## src/rtl/ebs_pkg.sv

```systemverilog
package ebs_pkg;
  localparam int unsigned DATA_W = 16;
  localparam int unsigned BYTE_W = 8;

  typedef enum logic [2:0] {
    ST_IDLE, ST_ALE, ST_ALE_X, ST_DLY, ST_STRB, ST_TRI
  } phase_e;

  typedef struct packed {
    logic mux;
    logic bus8;
    logic ale_ext;
    logic rw_dly;
    logic tri_gap;
  } bus_cfg_t;
endpackage

```

## src/rtl/ebs_wait_cnt.sv

```systemverilog
module ebs_wait_cnt #(
  parameter int unsigned W = 4
) (
  input  logic         clk_i,
  input  logic         rst_ni,
  input  logic         load_i,
  input  logic [W-1:0] val_i,
  input  logic         dec_i,
  output logic         zero_o
);
  logic [W-1:0] cnt_q;

  always_ff @(posedge clk_i or negedge rst_ni) begin
    if (!rst_ni)                    cnt_q <= '0;
    else if (load_i)                cnt_q <= val_i;
    else if (dec_i && cnt_q != '0)  cnt_q <= cnt_q - 1'b1;
  end

  assign zero_o = (cnt_q == '0);
endmodule

```

## src/rtl/ebs_bus_drv.sv

```systemverilog
module ebs_bus_drv
  import ebs_pkg::*;
(
  input  phase_e              phase_i,
  input  bus_cfg_t            cfg_i,
  input  logic                we_i,
  input  logic                word_i,
  input  logic                sub_i,
  input  logic [DATA_W-1:0]   addr_lo_i,
  input  logic [DATA_W-1:0]   wdata_i,
  output logic [DATA_W-1:0]   ad_o,
  output logic                ad_oe_o
);
  logic addr_ph, data_ph;
  logic [BYTE_W-1:0] lane_lo, lane_hi;

  always_comb begin
    addr_ph = (phase_i == ST_ALE) || (phase_i == ST_ALE_X);
    data_ph = (phase_i == ST_DLY) || (phase_i == ST_STRB);
    if (cfg_i.bus8) begin
      lane_hi = '0;
      lane_lo = sub_i ? wdata_i[DATA_W-1:BYTE_W] : wdata_i[BYTE_W-1:0];
    end else begin
      lane_hi = word_i ? wdata_i[DATA_W-1:BYTE_W] : '0;
      lane_lo = wdata_i[BYTE_W-1:0];
    end
    if (cfg_i.mux && addr_ph) begin
      ad_o    = addr_lo_i;
      ad_oe_o = 1'b1;
    end else begin
      ad_o    = {lane_hi, lane_lo};
      // separate port: write data may lead the strobe from the address phase
      ad_oe_o = we_i && (data_ph || addr_ph);
    end
  end
endmodule

```

## src/rtl/ebs_ctrl.sv

```systemverilog
module ebs_ctrl
  import ebs_pkg::*;
#(
  parameter int unsigned ADDR_W = 24,
  parameter int unsigned WAIT_W = 4
) (
  input  logic               clk_i,
  input  logic               rst_ni,
  input  logic               ext_en_i,
  input  bus_cfg_t           cfg_i,
  input  logic [WAIT_W-1:0]  waits_i,
  input  logic               req_i,
  input  logic               req_we_i,
  input  logic               req_word_i,
  input  logic [ADDR_W-1:0]  req_addr_i,
  input  logic [DATA_W-1:0]  req_wdata_i,
  input  logic               rdy_i,
  input  logic [DATA_W-1:0]  ad_i,
  output phase_e             phase_o,
  output bus_cfg_t           cfg_o,
  output logic               we_o,
  output logic               word_o,
  output logic               sub_o,
  output logic [ADDR_W-1:0]  cur_addr_o,
  output logic [DATA_W-1:0]  wdata_o,
  output logic               ready_o,
  output logic               ack_o,
  output logic [DATA_W-1:0]  rdata_o,
  output logic               ale_o,
  output logic               rd_o,
  output logic               wr_o
);
  phase_e state_q, state_d;
  bus_cfg_t cfg_q;
  logic [WAIT_W-1:0] waits_q;
  logic we_q, word_q, sub_q, pend_q, ack_q;
  logic [ADDR_W-1:0] addr_q;
  logic [DATA_W-1:0] wdata_q, rdata_q;
  logic accept, split, last, strb_end, enter_strb, cnt_zero;

  assign accept   = (state_q == ST_IDLE) && req_i && ext_en_i;
  assign split    = word_q && cfg_q.bus8;
  assign last     = !split || sub_q;
  assign strb_end = (state_q == ST_STRB) && cnt_zero && rdy_i;

  always_comb begin
    state_d = state_q;
    unique case (state_q)
      ST_IDLE:  if (accept) state_d = ST_ALE;
      ST_ALE:   state_d = cfg_q.ale_ext ? ST_ALE_X : (cfg_q.rw_dly ? ST_DLY : ST_STRB);
      ST_ALE_X: state_d = cfg_q.rw_dly ? ST_DLY : ST_STRB;
      ST_DLY:   state_d = ST_STRB;
      ST_STRB:  if (strb_end)
                  state_d = (!we_q && cfg_q.tri_gap) ? ST_TRI : (last ? ST_IDLE : ST_ALE);
      ST_TRI:   state_d = pend_q ? ST_ALE : ST_IDLE;
      default:  state_d = ST_IDLE;
    endcase
  end

  assign enter_strb = (state_d == ST_STRB) && (state_q != ST_STRB);

  ebs_wait_cnt #(.W(WAIT_W)) i_wait_cnt (
    .clk_i  (clk_i),
    .rst_ni (rst_ni),
    .load_i (enter_strb),
    .val_i  (waits_q),
    .dec_i  (state_q == ST_STRB),
    .zero_o (cnt_zero)
  );

  always_ff @(posedge clk_i or negedge rst_ni) begin
    if (!rst_ni) begin
      state_q <= ST_IDLE;
      cfg_q   <= '0;
      waits_q <= '0;
      we_q    <= 1'b0;
      word_q  <= 1'b0;
      sub_q   <= 1'b0;
      pend_q  <= 1'b0;
      addr_q  <= '0;
      wdata_q <= '0;
      rdata_q <= '0;
      ack_q   <= 1'b0;
    end else begin
      state_q <= state_d;
      ack_q   <= strb_end && last;
      if (accept) begin
        cfg_q   <= cfg_i;
        waits_q <= waits_i;
        we_q    <= req_we_i;
        word_q  <= req_word_i;
        addr_q  <= req_addr_i;
        wdata_q <= req_wdata_i;
        sub_q   <= 1'b0;
        pend_q  <= 1'b0;
        rdata_q <= '0;
      end
      if (strb_end) begin
        sub_q  <= sub_q | !last;
        pend_q <= !last;
        if (!we_q) begin
          if (cfg_q.bus8) begin
            if (sub_q) rdata_q[DATA_W-1:BYTE_W] <= ad_i[BYTE_W-1:0];
            else       rdata_q[BYTE_W-1:0]      <= ad_i[BYTE_W-1:0];
          end else begin
            rdata_q <= word_q ? ad_i : {{(DATA_W-BYTE_W){1'b0}}, ad_i[BYTE_W-1:0]};
          end
        end
      end
    end
  end

  assign phase_o    = state_q;
  assign cfg_o      = cfg_q;
  assign we_o       = we_q;
  assign word_o     = word_q;
  assign sub_o      = sub_q;
  assign cur_addr_o = addr_q + ADDR_W'(sub_q);
  assign wdata_o    = wdata_q;
  assign ready_o    = (state_q == ST_IDLE);
  assign ack_o      = ack_q;
  assign rdata_o    = rdata_q;
  assign ale_o      = (state_q == ST_ALE) || (state_q == ST_ALE_X);
  assign rd_o       = (state_q == ST_STRB) && !we_q;
  assign wr_o       = (state_q == ST_STRB) && we_q;

  a_r3_short_ale: assert property (@(posedge clk_i) disable iff (!rst_ni)
    ($rose(ale_o) && !cfg_q.ale_ext) |=> !ale_o);
  a_r4_rw_gap: assert property (@(posedge clk_i) disable iff (!rst_ni)
    ($fell(ale_o) && cfg_q.rw_dly) |-> !(rd_o || wr_o));
  a_r5_wait_hold: assert property (@(posedge clk_i) disable iff (!rst_ni)
    ((state_q == ST_STRB) && !cnt_zero) |=> (state_q == ST_STRB));
  a_r7_ack_after_strobe: assert property (@(posedge clk_i) disable iff (!rst_ni)
    ack_o |-> $past(rd_o || wr_o));
  a_r10_tri_gap: assert property (@(posedge clk_i) disable iff (!rst_ni)
    ($fell(rd_o) && cfg_q.tri_gap) |-> (!ale_o && !ready_o));
endmodule

```

## src/rtl/ext_bus_seq.sv

```systemverilog
module ext_bus_seq
  import ebs_pkg::*;
#(
  parameter int unsigned ADDR_W = 24,
  parameter int unsigned WAIT_W = 4
) (
  input  logic               clk_i,
  input  logic               rst_ni,
  input  logic               ext_en_i,
  input  logic               cfg_mux_i,
  input  logic               cfg_bus8_i,
  input  logic               cfg_ale_ext_i,
  input  logic               cfg_rw_dly_i,
  input  logic               cfg_tri_gap_i,
  input  logic [WAIT_W-1:0]  cfg_waits_i,
  input  logic               req_i,
  input  logic               req_we_i,
  input  logic               req_word_i,
  input  logic [ADDR_W-1:0]  req_addr_i,
  input  logic [15:0]        req_wdata_i,
  output logic               ready_o,
  output logic               ack_o,
  output logic [15:0]        rdata_o,
  input  logic               rdy_i,
  output logic               ale_o,
  output logic               rd_o,
  output logic               wr_o,
  output logic [ADDR_W-1:0]  addr_o,
  output logic [15:0]        ad_o,
  output logic               ad_oe_o,
  input  logic [15:0]        ad_i
);
  bus_cfg_t cfg_in, cfg_cur;
  phase_e phase;
  logic we, word, sub;
  logic [ADDR_W-1:0] cur_addr;
  logic [DATA_W-1:0] wdata;

  assign cfg_in = '{mux: cfg_mux_i, bus8: cfg_bus8_i, ale_ext: cfg_ale_ext_i,
                    rw_dly: cfg_rw_dly_i, tri_gap: cfg_tri_gap_i};

  ebs_ctrl #(.ADDR_W(ADDR_W), .WAIT_W(WAIT_W)) i_ctrl (
    .clk_i       (clk_i),
    .rst_ni      (rst_ni),
    .ext_en_i    (ext_en_i),
    .cfg_i       (cfg_in),
    .waits_i     (cfg_waits_i),
    .req_i       (req_i),
    .req_we_i    (req_we_i),
    .req_word_i  (req_word_i),
    .req_addr_i  (req_addr_i),
    .req_wdata_i (req_wdata_i),
    .rdy_i       (rdy_i),
    .ad_i        (ad_i),
    .phase_o     (phase),
    .cfg_o       (cfg_cur),
    .we_o        (we),
    .word_o      (word),
    .sub_o       (sub),
    .cur_addr_o  (cur_addr),
    .wdata_o     (wdata),
    .ready_o     (ready_o),
    .ack_o       (ack_o),
    .rdata_o     (rdata_o),
    .ale_o       (ale_o),
    .rd_o        (rd_o),
    .wr_o        (wr_o)
  );

  ebs_bus_drv i_bus_drv (
    .phase_i   (phase),
    .cfg_i     (cfg_cur),
    .we_i      (we),
    .word_i    (word),
    .sub_i     (sub),
    .addr_lo_i (cur_addr[DATA_W-1:0]),
    .wdata_i   (wdata),
    .ad_o      (ad_o),
    .ad_oe_o   (ad_oe_o)
  );

  assign addr_o = cur_addr;

  a_r7_read_undriven: assert property (@(posedge clk_i) disable iff (!rst_ni)
    rd_o |-> !ad_oe_o);
  a_r8_write_driven: assert property (@(posedge clk_i) disable iff (!rst_ni)
    wr_o |-> ad_oe_o);
endmodule

```

## config.mk

```make
export PLATFORM = sky130hd
export DESIGN_NAME = ext_bus_seq
export DESIGN_NICKNAME = d
export VERILOG_FILES = /design/src/rtl/ebs_pkg.sv /design/src/rtl/ebs_wait_cnt.sv /design/src/rtl/ebs_bus_drv.sv /design/src/rtl/ebs_ctrl.sv /design/src/rtl/ext_bus_seq.sv
export SDC_FILE = /design/constraint.sdc
export NUM_CORES = 1
export LEC_CHECK = 0
export BUFFER_PORTS_ARGS = -buffer_cell sky130_fd_sc_hd__buf_4
export CAP_MARGIN = 30
export CORE_MARGIN = 3
export CORE_UTILIZATION = 45
export DETAILED_ROUTE_END_ITERATION = 8
export GPL_TIMING_DRIVEN = 0
export PLACE_DENSITY = 0.74
export SLEW_MARGIN = 10
export SYNTH_ARGS = -nofsm -noshare
export SYNTH_HDL_FRONTEND = slang
export SYNTH_SLANG_ARGS = --single-unit
```

## constraint.sdc

```tcl
create_clock -name clk_i -period 2.66 [get_ports clk_i]
set_clock_uncertainty 0.2 [all_clocks]
set_input_delay 0.266 -clock clk_i [delete_from_list [all_inputs] [get_ports clk_i]]
set_output_delay 0.266 -clock clk_i [all_outputs]
set_load 0.01 [all_outputs]
```

==> metrics.txt <==
# TYPE chip_impl_metric gauge
chip_impl_info{name="synthTopCellsByArea",value="sky130_fd_sc_hd__dfrtp_1, sky130_fd_sc_hd__nand2_1, sky130_fd_sc_hd__mux2_2, sky130_fd_sc_hd__xnor2_1, sky130_fd_sc_hd__xor2_1"} 1
chip_impl_metric{name="area_growth_syn_to_layout",unit="%"} 51.65
chip_impl_info{name="rsz0062_at_grt",value="true"} 1
chip_impl_metric{name="fp.dieH",unit="µm"} 101.4
chip_impl_metric{name="route.antenna.remaining_nets",unit=""} 0
chip_impl_info{name="worst_hold_path.endpoint",value="i_ctrl.rdata_o[15]$_DFF_PN0_"} 1
chip_impl_info{name="cell_taking_the_most_area_after_synthesis",value="sky130_fd_sc_hd__dfrtp_1"} 1
chip_impl_metric{name="timing.max_cap.violations",unit=""} 0
chip_impl_metric{name="place.port_buffers",unit=""} 133
chip_impl_metric{name="die_area",unit="µm²"} 10280
chip_impl_metric{name="drtPass1Iterations",unit=""} 4
chip_impl_metric{name="cp_data_required_time",unit="ns"} 2.19
chip_impl_metric{name="clock_latency",unit="ns"} 0.34
chip_impl_metric{name="die_w",unit="µm"} 101.4
chip_impl_metric{name="reg2reg_setup_slack",unit="ns"} 0.55
chip_impl_metric{name="syn_nets",unit=""} 545
chip_impl_metric{name="ctsHtreeMaxLevel",unit=""} 3
chip_impl_metric{name="place.gp.congestion",unit=""} 0.8571
chip_impl_metric{name="cts_made_buffers",unit=""} 9
chip_impl_metric{name="synth.yosys.seq_area_share",unit="%"} 47.07
chip_impl_metric{name="r2r_cells",unit=""} 7
chip_impl_info{name="layout_common_cells",value="sky130_fd_sc_hd__nand2_1, sky130_fd_sc_hd__buf_4, sky130_fd_sc_hd__dfrtp_1"} 1
chip_impl_metric{name="diodes",unit=""} 0
chip_impl_metric{name="placed_cells_incl_taps",unit=""} 710
chip_impl_metric{name="clock_path_buffers",unit=""} 2
chip_impl_metric{name="timing_max_transition_violations_final",unit=""} 0
chip_impl_info{name="worst_r2r_startpoint",value="i_ctrl.i_wait_cnt.cnt_q[0]$_DFFE_PN0P_"} 1
chip_impl_metric{name="grt_start_max_net_pins",unit=""} 78
chip_impl_metric{name="hold_viol",unit=""} 0
chip_impl_metric{name="final-setup-viol-count",unit=""} 0
chip_impl_metric{name="synth_enable_flop_cells",unit=""} 0
chip_impl_info{name="clock_tree.root_cell",value="sky130_fd_sc_hd__clkbuf_8"} 1
chip_impl_metric{name="cell_depth_of_the_worst_hold_path",unit=""} 3
chip_impl_metric{name="avgRoutedWirePerCell",unit="µm"} 15.99
chip_impl_info{name="start_kind",value="flop"} 1
chip_impl_metric{name="netlist.area_leader.share",unit="%"} 47.07
chip_impl_metric{name="initialDrtViolationCount",unit=""} 206
chip_impl_info{name="final_common_cell",value="sky130_fd_sc_hd__nand2_1"} 1
chip_impl_info{name="tritoncts",value="yes"} 1
chip_impl_metric{name="max_slew.worst_pin.slew",unit="ns"} 0.4970
chip_impl_metric{name="antenna_found_initial",unit=""} 0
chip_impl_metric{name="number_of_top_level_design_ports",unit=""} 134
chip_impl_metric{name="cp.arrival",unit="ns"} 2.13
chip_impl_info{name="setup.worst_path.end_class",value="primary output"} 1
chip_impl_metric{name="ys_warn_count",unit=""} 0
chip_impl_metric{name="nNetsFinal",unit=""} 753
chip_impl_metric{name="max_clock_freq",unit="MHz"} 384.7
chip_impl_metric{name="async_flop_share",unit="%"} 100.0
chip_impl_metric{name="power_per_cell_area",unit="nW/µm²"} 946.9
chip_impl_metric{name="detail_route.drc_violations",unit=""} 0
chip_impl_metric{name="grt_overflow",unit=""} 0
chip_impl_metric{name="layout_min_cycle_time",unit="ns"} 2.600
chip_impl_metric{name="post_route_cells_drive_above_1_share",unit="%"} 31.38
chip_impl_metric{name="synth_instances",unit=""} 469
chip_impl_metric{name="mappedNetlistArea",unit="µm²"} 4094
chip_impl_metric{name="timing.slew.headroom",unit="%"} 66.87
chip_impl_metric{name="p_leak",unit="nW"} 3.171
chip_impl_metric{name="final_util",unit="%"} 70.85
chip_impl_metric{name="grt_pass1_vias",unit=""} 4188
chip_impl_info{name="ys.flop_type",value="sky130_fd_sc_hd__dfrtp_1"} 1
chip_impl_info{name="r2r_end",value="i_ctrl.rdata_o[8]$_DFF_PN0_"} 1
chip_impl_metric{name="worst_slack",unit="ns"} 0.06048
chip_impl_metric{name="postLayoutCellArea",unit="µm²"} 6208
chip_impl_metric{name="floorplan.initialDensity",unit="%"} 46.72
chip_impl_info{name="timing.hold.worst.class",value="in2reg"} 1
chip_impl_metric{name="dp_worst_setup_slack",unit="ns"} 0.05954
chip_impl_metric{name="path_clk_slew",unit="ns"} 0.08
chip_impl_metric{name="grtUsageTotal",unit="%"} 24.79
chip_impl_info{name="outcome",value="completed"} 1
chip_impl_metric{name="layout.cells.non_filler",unit=""} 790
chip_impl_info{name="critical_path_class",value="reg2out"} 1
chip_impl_metric{name="placed_cell_area",unit="µm²"} 5228
chip_impl_metric{name="flops_latches_synth",unit=""} 77
chip_impl_metric{name="core.rowCount",unit=""} 34
chip_impl_metric{name="wire_length_of_the_first_global_routing_pass",unit="mm"} 20.00
chip_impl_metric{name="vias_per_cell",unit=""} 5.161
chip_impl_metric{name="critical_path_peak_fanout",unit=""} 5
chip_impl_metric{name="synth_area_per_cell",unit="µm²"} 8.729
chip_impl_metric{name="core-area",unit="µm²"} 8763
chip_impl_metric{name="dp_hpwl",unit="mm"} 8.518
chip_impl_metric{name="cts.sinks",unit=""} 77
chip_impl_info{name="holdCritStartpoint",value="ad_i[15]"} 1
chip_impl_metric{name="fin_setup_tns",unit="ns"} 0
chip_impl_metric{name="ir_drop_worst_case_vdd",unit="V"} 0.0004636
chip_impl_metric{name="wirelength",unit="mm"} 12.63
chip_impl_metric{name="detailroute.via_count",unit=""} 4077
chip_impl_metric{name="synth.lib_cells_used.distinct",unit=""} 41
chip_impl_metric{name="post-route-period-util",unit="%"} 97.73
==> per-layer routing <==
metal | routed length, µm | GRT usage (%) | vias to the layer above | part of all wire (%)
li1 | - | - | 1958 | -
met1 | 5235 | 32.66 | 1938 | 41
met2 | 6407 | 41.50 | 149 | 51
met3 | 602 | 2.617 | 32 | 4.8
met4 | 388 | 10.74 | 0 | 3.1
met5 | 0 | 0 | - | 0
==> synthesized netlist by cell type (8+ instances only) <==
master / n
sky130_fd_sc_hd__mux2_2: 21
sky130_fd_sc_hd__o2bb2ai_1: 8
sky130_fd_sc_hd__inv_1: 8
sky130_fd_sc_hd__and2_1: 11
sky130_fd_sc_hd__o21ai_0: 15
sky130_fd_sc_hd__xor2_1: 12
sky130_fd_sc_hd__nor3_1: 9
sky130_fd_sc_hd__buf_2: 13
sky130_fd_sc_hd__xnor2_1: 12
sky130_fd_sc_hd__nand3_1: 11
sky130_fd_sc_hd__dfrtp_1: 77
sky130_fd_sc_hd__nor2_1: 11
sky130_fd_sc_hd__a22oi_1: 8
sky130_fd_sc_hd__nand2_1: 200
==> registers in the layout (all words and copies together) (netlist names), 3 cells and up <==
| register | cells |
|---|---|
| i_ctrl.addr_q | 24 |
| i_ctrl.rdata_o | 16 |
| i_ctrl.wdata_o | 16 |
| i_ctrl.cfg_o | 5 |
| i_ctrl.i_wait_cnt.cnt_q | 4 |
| i_ctrl.waits_q | 4 |
| i_ctrl.phase_o | 3 |
==> logic make-up (layout without fill, tap and decap cells) <==
logic type | count (synthesis) | in the layout | synth area share [%]
AO/OA/AOI/OAI | 42 | 42 | 7.030
XOR/XNOR | 24 | 24 | 5.134
adder cells (fa/ha/maj) | 4 | 4 | 1.223
buffers and inverters | 30 | 243 | 3.331
flip-flops | 77 | 77 | 47.07
multiplexers | 21 | 21 | 5.776
AND/OR/NAND/NOR | 271 | 271 | 30.44
==> critical path, cell delays in order, from the launching register on <==
cell,delay [ns]
sky130_fd_sc_hd__dfrtp_2,0.41
sky130_fd_sc_hd__ha_4,0.17
sky130_fd_sc_hd__ha_2,0.21
sky130_fd_sc_hd__and3_4,0.25
sky130_fd_sc_hd__nand3_1,0.13
sky130_fd_sc_hd__xnor2_2,0.18
sky130_fd_sc_hd__mux2_2,0.28
sky130_fd_sc_hd__buf_4,0.14
==> metrics by stage <==
step / power, W / hold WS [ns]
after floorplan: 0.003590 / -0.2296
after global placement: 0.004643 / 0.2540
after detailed placement: 0.004731 / 0.2594
after CTS: 0.005838 / 0.01167
after global routing: 0.006299 / 0.03278
final: 0.005879 / 0.02738
==> worst max-delay path by stage <==
stage	start	endpoint	slack, ns	cells after the start
global placement	i_ctrl.sub_o$_DFFE_PN0P_	ad_o[6]	0.11	8
detailed placement	i_ctrl.sub_o$_DFFE_PN0P_	addr_o[22]	0.06	8
CTS	i_ctrl.phase_o[1]$_DFF_PN0_	ad_o[11]	0.001	7
finish	i_ctrl.sub_o$_DFFE_PN0P_	ad_o[6]	0.06	7
floorplan	i_ctrl.sub_o$_DFFE_PN0P_	ad_o[12]	0.34	7
global route	i_ctrl.addr_q[0]$_DFFE_PN0P_	ad_o[6]	0.0005	7
==> power by group <==
part | leakage (nW) | switching (W) | internal, W
clock network | 0.116 | 0.000411 | 0.000577
logic | 2.07 | 0.00141 | 0.00136
registers | 0.986 | 0.000488 | 0.00163
==> what timing repair did <==
action,CTS,global route
setup endpoints to repair,24,16
pin swaps,2,5
setup buffers,2,2
hold buffers,60,0
endpoints found under the hold margin,136,0
cloned,0,0
gates resized for setup,10,12
==> cell type report <==
class	instances	area (µm²)
repair buffers	198	1657
clock buffers	12	155.1
flip-flops and latches	77	1928
clock inverters	4	70.07
well taps	108	135.1
plain buffers	21	106.4
inverters	8	30.03
fillers	649	2555
multi-input cells	362	2127
(Power assumes the default switching activity.)
